===== config.mk =====
export PLATFORM = sky130hd
export DESIGN_NAME = dts_sched_top
export DESIGN_NICKNAME = d
export VERILOG_FILES = /design/src/rtl/dts_pkg.sv /design/src/rtl/dts_prescaler.sv /design/src/rtl/dts_regif.sv /design/src/rtl/dts_chan.sv /design/src/rtl/dts_sched_top.sv
export SDC_FILE = /design/constraint.sdc
export NUM_CORES = 1
export LEC_CHECK = 0
export BUFFER_PORTS_ARGS = -buffer_cell sky130_fd_sc_hd__buf_4
export CAP_MARGIN = 20
export CELL_PAD_IN_SITES_DETAIL_PLACEMENT = 1
export CELL_PAD_IN_SITES_GLOBAL_PLACEMENT = 2
export CORE_MARGIN = 2
export CORE_UTILIZATION = 37
export DETAILED_ROUTE_END_ITERATION = 16
export GPL_ROUTABILITY_DRIVEN = 0
export GPL_TIMING_DRIVEN = 0
export PLACE_DENSITY = 0.88
export SYNTH_ARGS = -nofsm -noshare
export SYNTH_HDL_FRONTEND = slang
export SYNTH_HIERARCHICAL = 1
export SYNTH_SLANG_ARGS = --single-unit

===== constraint.sdc =====
create_clock -name clk -period 3.47 [get_ports clk]
set_input_delay 0.5205 -clock clk [delete_from_list [all_inputs] [get_ports clk]]
set_output_delay 0.5205 -clock clk [all_outputs]
set_load 0.1 [all_outputs]

===== src/rtl/dts_pkg.sv =====
// Shared field positions, write-alias opcodes and the writable-bit mask
// for the delay trigger scheduler. Assumes 32-bit channel registers.
package dts_pkg;

    localparam int DLY_LSB  = 0;
    localparam int DLY_W    = 11;
    localparam int LOOP_LSB = 11;
    localparam int LOOP_W   = 5;
    localparam int DMSK_LSB = 16;
    localparam int DMSK_MAX = 4;
    localparam int KICK_BIT = 20;
    localparam int SMSK_LSB = 24;
    localparam int SMSK_MAX = 8;

    typedef enum logic [1:0] {
        OP_NONE  = 2'd0,
        OP_PLAIN = 2'd1,
        OP_SET   = 2'd2,
        OP_CLR   = 2'd3
    } op_e;

    // Bits of a channel register that hold state for a given bank size.
    function automatic logic [31:0] wr_mask(int nch, int nslot);
        logic [31:0] m;
        m = '0;
        for (int i = 0; i < DLY_W; i++)  m[DLY_LSB + i]  = 1'b1;
        for (int i = 0; i < LOOP_W; i++) m[LOOP_LSB + i] = 1'b1;
        for (int i = 0; i < nch; i++)    m[DMSK_LSB + i] = 1'b1;
        m[KICK_BIT] = 1'b1;
        for (int i = 0; i < nslot; i++)  m[SMSK_LSB + i] = 1'b1;
        return m;
    endfunction

endpackage


===== src/rtl/dts_prescaler.sv =====
// Time-base prescaler: divides the system clock by DIV and produces a
// registered one-clock tick. Assumes DIV >= 1; free-running from reset.
module dts_prescaler #(
    parameter int DIV = 62500
) (
    input  logic clk,
    input  logic rst_n,
    output logic tick_o
);
    localparam int CW = (DIV > 1) ? $clog2(DIV) : 1;
    localparam logic [CW-1:0] LAST = CW'(DIV - 1);

    logic [CW-1:0] cnt_q;

    // Count system clocks and emit a tick when the period wraps.
    always_ff @(posedge clk) begin
        if (!rst_n) begin
            cnt_q  <= '0;
            tick_o <= 1'b0;
        end else if (cnt_q == LAST) begin
            cnt_q  <= '0;
            tick_o <= 1'b1;
        end else begin
            cnt_q  <= cnt_q + 1'b1;
            tick_o <= 1'b0;
        end
    end

    if (DIV > 1) begin : g_chk
        a_r5_tick_single: assert property (@(posedge clk) disable iff (!rst_n)
            tick_o |=> !tick_o);
    end

endmodule


===== src/rtl/dts_regif.sv =====
// Register address decoder: maps each channel page to a plain, set or clear
// write opcode and muxes the plain-address read. Assumes BASE_ADDR is
// 16-byte aligned and all channel pages fit inside ADDR_W bits.
module dts_regif #(
    parameter int NUM_CH    = 4,
    parameter int ADDR_W    = 12,
    parameter int BASE_ADDR = 'h0D0
) (
    input  logic                     clk,
    input  logic                     rst_n,
    input  logic                     wr_en,
    input  logic [ADDR_W-1:0]        wr_addr,
    input  logic [ADDR_W-1:0]        rd_addr,
    input  logic [NUM_CH-1:0][31:0]  regs_i,
    output dts_pkg::op_e             op_o [NUM_CH],
    output logic [31:0]              rd_data_o
);
    import dts_pkg::*;

    localparam int PW        = ADDR_W - 4;
    localparam int BASE_PAGE = BASE_ADDR / 16;

    logic [NUM_CH-1:0] wr_page_hit;
    logic [NUM_CH-1:0] rd_page_hit;
    op_e               nib_op;

    // Decode the alias offset inside a channel page.
    always_comb begin
        case (wr_addr[3:0])
            4'h0:    nib_op = OP_PLAIN;
            4'h4:    nib_op = OP_SET;
            4'h8:    nib_op = OP_CLR;
            default: nib_op = OP_NONE;
        endcase
    end

    for (genvar g = 0; g < NUM_CH; g++) begin : g_page
        localparam logic [PW-1:0] PAGE = PW'(BASE_PAGE + g);
        // Match the write and read addresses against this channel's page.
        always_comb begin
            wr_page_hit[g] = wr_en && (wr_addr[ADDR_W-1:4] == PAGE) && (nib_op != OP_NONE);
            rd_page_hit[g] = (rd_addr[ADDR_W-1:4] == PAGE) && (rd_addr[3:0] == 4'h0);
            op_o[g]        = wr_page_hit[g] ? nib_op : OP_NONE;
        end
    end

    // Return the addressed register or zero.
    always_comb begin
        rd_data_o = '0;
        for (int i = 0; i < NUM_CH; i++)
            if (rd_page_hit[i]) rd_data_o = regs_i[i];
    end

    a_r4_single_target: assert property (@(posedge clk) disable iff (!rst_n)
        $onehot0(wr_page_hit));

endmodule


===== src/rtl/dts_chan.sv =====
// One delay channel: holds its register, counts ticks while running, fires
// registered slot and delay-channel pulses on expiry, then reloads or stops.
// Assumes a register write wins over any same-clock tick or incoming
// trigger, and that a trigger reaching a running channel is ignored.
module dts_chan #(
    parameter int NUM_CH   = 4,
    parameter int NUM_SLOT = 8
) (
    input  logic                clk,
    input  logic                rst_n,
    input  logic                tick_i,
    input  dts_pkg::op_e        op_i,
    input  logic [31:0]         wdata_i,
    input  logic                trig_i,
    output logic [31:0]         reg_o,
    output logic [NUM_SLOT-1:0] slot_pulse_o,
    output logic [NUM_CH-1:0]   dly_pulse_o
);
    import dts_pkg::*;

    localparam logic [31:0] WMASK = wr_mask(NUM_CH, NUM_SLOT);

    logic [31:0]       reg_q;
    logic [31:0]       wr_val;
    logic [DLY_W-1:0]  cnt_q;
    logic              fire_q;
    logic              wr_hit;
    logic              expire;

    logic [DLY_W-1:0]  dly;
    logic [LOOP_W-1:0] loops;
    logic              kick;

    assign dly   = reg_q[DLY_LSB +: DLY_W];
    assign loops = reg_q[LOOP_LSB +: LOOP_W];
    assign kick  = reg_q[KICK_BIT];
    assign reg_o = reg_q;

    // Form the register value a write through each alias would leave.
    always_comb begin
        case (op_i)
            OP_PLAIN: wr_val = wdata_i & WMASK;
            OP_SET:   wr_val = (reg_q | wdata_i) & WMASK;
            OP_CLR:   wr_val = reg_q & ~wdata_i;
            default:  wr_val = reg_q;
        endcase
        wr_hit = (op_i != OP_NONE);
        expire = !wr_hit && kick && tick_i && (cnt_q <= DLY_W'(1));
    end

    // Register the expiry pulses toward the slots and the other channels.
    always_ff @(posedge clk) begin
        if (!rst_n) begin
            fire_q       <= 1'b0;
            slot_pulse_o <= '0;
            dly_pulse_o  <= '0;
        end else begin
            fire_q       <= expire;
            slot_pulse_o <= expire ? reg_q[SMSK_LSB +: NUM_SLOT] : '0;
            dly_pulse_o  <= expire ? reg_q[DMSK_LSB +: NUM_CH] : '0;
        end
    end

    // Update the register and the tick counter: write, trigger start, count.
    always_ff @(posedge clk) begin
        if (!rst_n) begin
            reg_q <= '0;
            cnt_q <= '0;
        end else if (wr_hit) begin
            reg_q <= wr_val;
            if (wr_val[KICK_BIT] && !kick)
                cnt_q <= wr_val[DLY_LSB +: DLY_W];
        end else if (trig_i && !kick) begin
            reg_q[KICK_BIT] <= 1'b1;
            cnt_q           <= dly;
        end else if (kick && tick_i) begin
            if (cnt_q <= DLY_W'(1)) begin
                cnt_q <= dly;
                if (loops != '0)
                    reg_q[LOOP_LSB +: LOOP_W] <= loops - 1'b1;
                else
                    reg_q[KICK_BIT] <= 1'b0;
            end else begin
                cnt_q <= cnt_q - 1'b1;
            end
        end
    end

    a_r6_fire_after_tick: assert property (@(posedge clk) disable iff (!rst_n)
        fire_q |-> $past(tick_i));
    a_r8_fire_only_running: assert property (@(posedge clk) disable iff (!rst_n)
        fire_q |-> $past(kick));
    a_r7_loop_decrement: assert property (@(posedge clk) disable iff (!rst_n)
        (fire_q && ($past(loops) != '0)) |-> (loops == $past(loops) - 1'b1) && kick);
    a_r7_final_stop: assert property (@(posedge clk) disable iff (!rst_n)
        (fire_q && ($past(loops) == '0)) |-> !kick);
    a_r3_set_alias: assert property (@(posedge clk) disable iff (!rst_n)
        (op_i == OP_SET) |=> ((reg_q & $past(wdata_i & WMASK)) == $past(wdata_i & WMASK)));
    a_r3_clr_alias: assert property (@(posedge clk) disable iff (!rst_n)
        (op_i == OP_CLR) |=> ((reg_q & $past(wdata_i)) == '0));

endmodule


===== src/rtl/dts_sched_top.sv =====
// Delay trigger scheduler top: prescaler, register decoder and a bank of
// delay channels cross-connected by their delay-channel trigger masks.
// Assumes NUM_CH <= 4 and NUM_SLOT <= 8 to fit the register layout.
module dts_sched_top #(
    parameter int NUM_CH    = 4,
    parameter int NUM_SLOT  = 8,
    parameter int ADDR_W    = 12,
    parameter int BASE_ADDR = 'h0D0,
    parameter int TICK_DIV  = 62500
) (
    input  logic                clk,
    input  logic                rst_n,
    input  logic                wr_en,
    input  logic [ADDR_W-1:0]   wr_addr,
    input  logic [31:0]         wr_data,
    input  logic [ADDR_W-1:0]   rd_addr,
    output logic [31:0]         rd_data,
    output logic                tick_o,
    output logic [NUM_SLOT-1:0] slot_trig_o
);
    dts_pkg::op_e              ch_op   [NUM_CH];
    logic [NUM_CH-1:0][31:0]   ch_regs;
    logic [NUM_SLOT-1:0]       spulse  [NUM_CH];
    logic [NUM_CH-1:0]         dpulse  [NUM_CH];
    logic [NUM_CH-1:0]         trig_in;

    dts_prescaler #(.DIV(TICK_DIV)) u_presc (
        .clk    (clk),
        .rst_n  (rst_n),
        .tick_o (tick_o)
    );

    dts_regif #(.NUM_CH(NUM_CH), .ADDR_W(ADDR_W), .BASE_ADDR(BASE_ADDR)) u_regif (
        .clk       (clk),
        .rst_n     (rst_n),
        .wr_en     (wr_en),
        .wr_addr   (wr_addr),
        .rd_addr   (rd_addr),
        .regs_i    (ch_regs),
        .op_o      (ch_op),
        .rd_data_o (rd_data)
    );

    for (genvar g = 0; g < NUM_CH; g++) begin : g_ch
        dts_chan #(.NUM_CH(NUM_CH), .NUM_SLOT(NUM_SLOT)) u_chan (
            .clk          (clk),
            .rst_n        (rst_n),
            .tick_i       (tick_o),
            .op_i         (ch_op[g]),
            .wdata_i      (wr_data),
            .trig_i       (trig_in[g]),
            .reg_o        (ch_regs[g]),
            .slot_pulse_o (spulse[g]),
            .dly_pulse_o  (dpulse[g])
        );
    end

    // Merge the per-channel pulses into slot lines and channel start inputs.
    always_comb begin
        slot_trig_o = '0;
        trig_in     = '0;
        for (int j = 0; j < NUM_CH; j++) begin
            slot_trig_o = slot_trig_o | spulse[j];
            trig_in     = trig_in | dpulse[j];
        end
    end

endmodule


---- Word-level counts from Yosys, hierarchy flattened ----
Cells that the tools add are included.
storage, ports and cells
  register bits ........................... 237
  input port bits ......................... 59
  word-level logic and storage cells ...... 272
operators by class
  add/subtract/negate cells ............... 9
  $lt $le $gt $ge ......................... 4
  equality and inequality tests ........... 39
  mux-type cells .......................... 74
  bitwise operators ....................... 16
  reductions and logical operators ........ 100
operator list
  kind                                                                               number
  32-bit case mux with 3 select lines                                                4
  11-bit 2-to-1 mux                                                                  20
  32-bit AND                                                                         4
  32-bit 2-to-1 mux                                                                  4
  32-bit bitwise OR                                                                  4
  5-bit 2-to-1 mux                                                                   20
  8-bit by 4-bit == test with 1-bit output, second input constant                    6
  11-bit by 1-bit less-or-equal comparator with 1-bit output, second input constant  4
  11-bit by 1-bit subtractor with 11-bit output, second input constant               4
  1-bit logical AND                                                                  36
  3-bit nonzero test                                                                 12
  2-bit nonzero test                                                                 17
  32-bit inverter                                                                    1
  8-bit bitwise OR                                                                   3
  2-bit AND reduction                                                                12
  1-bit 2-to-1 mux                                                                   21
  5-bit AND reduction                                                                4
  5-bit nonzero test                                                                 4
  5-bit by 1-bit subtractor with 5-bit output, second input constant                 4
  16-bit by 1-bit adder with 16-bit output, second input constant                    1
  16-bit == test, second input constant                                              1
  2-bit == test, second input constant                                               8
  8-bit by 5-bit == test with 1-bit output, second input constant                    2
  4-bit inequality test, second input constant                                       4
  14 further kinds                                                                   42

---- Logic depth before layout (Yosys ltp) ----
  depth after elaboration ................. 11
  gate-level depth with buffers ........... 13

---- Modules after synthesis ----
Netlist, hierarchy kept.
by module, submodules not included
  module                          times used  cells each  area each (um2)
  dts_chan at g_ch[2].u_chan ...  2           354         2877.8
  dts_chan at g_ch[0].u_chan      1           358         3149.3
  dts_chan at g_ch[1].u_chan      1           348         2821.5
  dts_regif                       1           215         1332.5
  dts_prescaler                   1           81          742.0
  dts_sched_top                   1           12          90.1

---- Worst setup path after synthesis ----
Ideal clock, no wire load.
  path kind ............................... input-to-output
  from .................................... input port rd_addr[4]
  to ...................................... output port rd_data[13]
  arrival ................................. 2.554 ns
  slack ................................... 0.395 ns
  stages on the path ...................... 6
  cells stage by stage .................... buf_4 > nand2b_4 > nor4_4 > buf_6 > a21oi_1 > nor2_1
between the ends
  cells in the longest elaborated chain, start to end .. 6
  elaborated cells between the ends (all ways) .. 12
RTL lines
  item                                      RTL line             text
  start, declared                           dts_sched_top.sv:16  input logic [ADDR_W-1:0] rd_addr,
  8-bit by 4-bit == test with 1-bit output  dts_regif.sv:42      rd_page_hit[g] = (rd_addr[ADDR_W-1:4] == PAGE) && (rd_addr[3:0] == 4'h0);
  1-bit logical AND                         dts_regif.sv:42
  32-bit 2-to-1 mux (3 in series)           dts_regif.sv:51      if (rd_page_hit[i]) rd_data_o = regs_i[i];
  32-bit 2-to-1 mux (*)                     dts_regif.sv:51
  end, declared                             dts_sched_top.sv:17  output logic [31:0] rd_data,
Mark *: on every way between the ends. The rest lies on a longest branch, timed or not.

==> impl_metrics.tcl <==
set metrics [dict create \
    hp-class "input port to register" \
    worst_ep_arrival_time_ns 3.69 \
    netlist.area_leader.share_pct 34.2 \
    p_clk_share_pct 49.8 \
    pre_cts_slack_ns -0.527 \
    synth_warnings 6 \
    finalWorstSetupSlack_ns 0.281 \
    startpoint_type "input port" \
    ctsHoldBuffers 0 \
    syn_area_um2 13900 \
    switching_share_pct 24.6 \
    synth_seq_cells 237 \
    async_flop_share_pct 0 \
    yosys.area.top_type "dfxtp_1" \
    fp.coreArea_um2 36800 \
    min-delay-start "wr_data[26]" \
    utilization_pct 44.0 \
    die_area_um2 39100 \
    maxSlewHeadroom_pct 31.1 \
    hold_slack_ns 0.280 \
    track_usage_pct 28.1 \
    slowest_stage "buf_1" \
    cpPeakStageDelay_ns 0.55 \
    yosysMostFrequentCell "dfxtp_1" \
    clk-insertion-delay-late_ns 0.57 \
    grtUsageMet3_pct 5.02 \
    dieWidth_um 198 \
    grt_max_degree 22 \
    p_leak_nw 6.03 \
    period_minus_slack_ns 3.19 \
    post_drt_via_cell_ratio 6.06 \
    rsz0062_at_grt "no" \
    worst_pin_slew_ns 1.03 \
    critPathMaxFanout 10 \
    synth_cell_types 90 \
    port_buffers 98 \
    syn_avg_cell_area_um2 8.07 \
    drc 0 \
    clk_pin_slew_ns 0.06 \
    grt_pass1_vias 14200 \
    cp.required_ns 3.97 \
    cts.path.max_buffers 3 \
    status "complete, no violations" \
    grt_busiest_layer "met2" \
    cp-endpoint "g_ch[2].u_chan/reg_o[26]" \
    ios 100 \
    fmax_mhz 314 \
    grt_pass1_wl_um 84800 \
    hold_viol_final 0 \
    critPathLaunch "wr_addr[9]" \
    cts_tree "done" \
    area_growth_pct 16.5 \
    drive_gt1_share_pct 14.1 \
    synth-edff-count 0 \
    htreeDepth 1 \
    initial_core_util_pct 37.8 \
    globalRouteMet2Util_pct 46.6 \
    criticalPathCategory "input port to register" \
    placement_rows 70 \
    cp.depth 10 \
    synthTopCellsByCount "dfxtp_1 (237), nor2_1 (194), o21ai_0 (147)" \
    cts_sinks 237 \
    combPwrFrac_pct 5.7 \
    layout.nets 1931 \
    maxCapViolCount 0 \
    dr.pass1.iters 5 \
    syn-num-nets 1803 \
    die_h_um 198 \
    rr_worst_depth 5 \
    r2r_slack_ns 0.68 \
    synth-main-ff-cell "dfxtp_1" \
    drtIter0Drc 895 \
    cp_num_buf_inv 4 \
    gr-total-overflow 0 \
    yosys-top-cells-area "dfxtp_1 (34%), o21ai_0 (5.3%), nor2_1 (5.2%)" \
    finalClockSkew_ns 0.0132 \
    root_buffer "clkbuf_16" \
    vias 14200 \
    critPathTopFamily "buffers and inverters" \
    period_share_pct 91.9 \
    setup_viol 0 \
    powerDensity_nw_per_um2 379 \
    end_kind "register" \
    p_int_mw 4.63 \
    dp.final_hpwl_um 41800 \
    antenna_left 0 \
    worstReg2RegEnd "g_ch[2].u_chan/slot_pulse_o[1]" \
    grt_util_met1_pct 36.8 \
    cts_made_buffers 28 \
    pwr-share-seq_pct 44.5 \
    antenna_found_initial 2 \
    synth_cells 1722 \
    worstPathCellList "buf_4, nor4b_1, nand2_1, nor3_2, buf_2, xor2_1, clkbuf_2, buf_1, a22oi_1, nor2_1" \
    r2r-start "u_presc/tick_o" \
    maxSlewViolCount 0 \
    avgRoutedWirePerCell_um 23.8 \
    synth-seq-area-share_pct 34.2 \
    ir_drop_mv 0.318 \
    p_switching_mw 1.51 \
    wl_um 55600 \
]
-- worst min-delay path, delay by kind of cell --
| kind | cells | cell delay, ns |
|---|---|---|
| AND/OR/NAND/NOR | 1 | 0.06 |
| AO/OA/AOI/OAI | 1 | 0.07 |
| buffers and inverters | 1 | 0.15 |
-- cell type report --
type,instances,area [µm²]
Antenna cell,1,2.50
Buffer,116,592
Clock buffer,36,771
Clock inverter,15,169
Fill cell,4450,20600
Inverter,60,225
Multi-Input combinational cell,1309,8360
Sequential cell,237,4740
Tap cell,468,586
Timing Repair Buffer,98,736
-- layout by cell type (no fill, tap or decap), types with 19 or more instances in the layout --
| cell | synthesis | final |
|---|---|---|
| o32ai_1 | 21 | 20 |
| buf_4 | 5 | 103 |
| clkbuf_1 | 71 | 73 |
| ha_1 | 22 | 22 |
| nor3_1 | 29 | 26 |
| mux2_2 | 21 | 21 |
| nand3_1 | 32 | 32 |
| xor2_1 | 20 | 20 |
| and2_1 | 59 | 59 |
| a21oi_1 | 142 | 142 |
| a211oi_1 | 42 | 42 |
| inv_1 | 57 | 57 |
| clkbuf_16 | 0 | 28 |
| xnor2_1 | 21 | 21 |
| nand2_1 | 142 | 142 |
| dfxtp_1 | 237 | 237 |
| mux2i_1 | 56 | 56 |
| a22oi_1 | 44 | 44 |
| o21ai_0 | 147 | 147 |
| buf_2 | 22 | 22 |
| nor2b_1 | 19 | 19 |
| nor2_1 | 194 | 193 |
-- state kept, by name (all words and copies together), names as in the netlist --
name                      count
g_ch.u_chan/cnt_q            44
g_ch.u_chan/dly_pulse_o      16
g_ch.u_chan/reg_o           128
g_ch.u_chan/slot_pulse_o     32
u_presc/cnt_q                16
u_presc/tick_o                1
-- worst min path at each step --
| stage | slack [ns] | cells after the start | to |
|---|---|---|---|
| after global placement | 0.44 | 1 | g_ch[0].u_chan/reg_o[22] |
| after CTS | 0.26 | 3 | g_ch[0].u_chan/reg_o[27] |
| final | 0.28 | 3 | g_ch[0].u_chan/reg_o[26] |
| after floorplan | 0.43 | 1 | g_ch[0].u_chan/reg_o[21] |
| after global routing | 0.29 | 3 | g_ch[0].u_chan/reg_o[26] |
| after detailed placement | 0.45 | 1 | g_ch[0].u_chan/reg_o[22] |
-- per-layer routing --
layer	vias up	wire [µm]
met1	7007	24300
met5	-	0
li1	6579	-
met3	106	3790
met4	0	1810
met2	477	25700
-- cell families (layout without fill, tap and decap cells) --
family | Yosys count | in the layout | synth area share [%]
AO/OA/AOI/OAI | 569 | 569 | 27.0
XOR/XNOR | 41 | 41 | 2.59
adder cells (fa/ha/maj) | 22 | 22 | 1.98
buffers and inverters | 176 | 325 | 5.85
flip-flops | 237 | 237 | 34.2
multiplexers | 77 | 77 | 5.74
other | 0 | 1 | 0
AND/OR/NAND/NOR | 600 | 600 | 22.7
-- stage by stage --
step           area [µm²]  cells  total power [mW]  setup TNS [ns]
3_3_place_gp        15200   2288              3.13          -15.90
6_report            16200   2340              6.14               0
3_5_place_dp        15200   2288              3.13          -19.58
4_1_cts             16200   2339              6.17               0
2_1_floorplan       13900   1722              2.94               0
5_1_grt             16200   2339              6.31               0
-- power by group through the flow --
stage / Sequential, mW / Combinational [mW] / Clock [mW]
floorplan: 2.79 / 0.147 / 0
global placement: 2.79 / 0.335 / 0
detailed placement: 2.79 / 0.340 / 0
CTS: 2.73 / 0.341 / 3.10
global route: 2.73 / 0.367 / 3.21
finish: 2.73 / 0.350 / 3.05
-- repair_timing --
item	4_1_cts	5_1_grt
gates resized for setup	0	10
buffers inserted	0	0
endpoints found under the setup margin	0	35
Note: power is estimated with default switching activity, not from simulation.
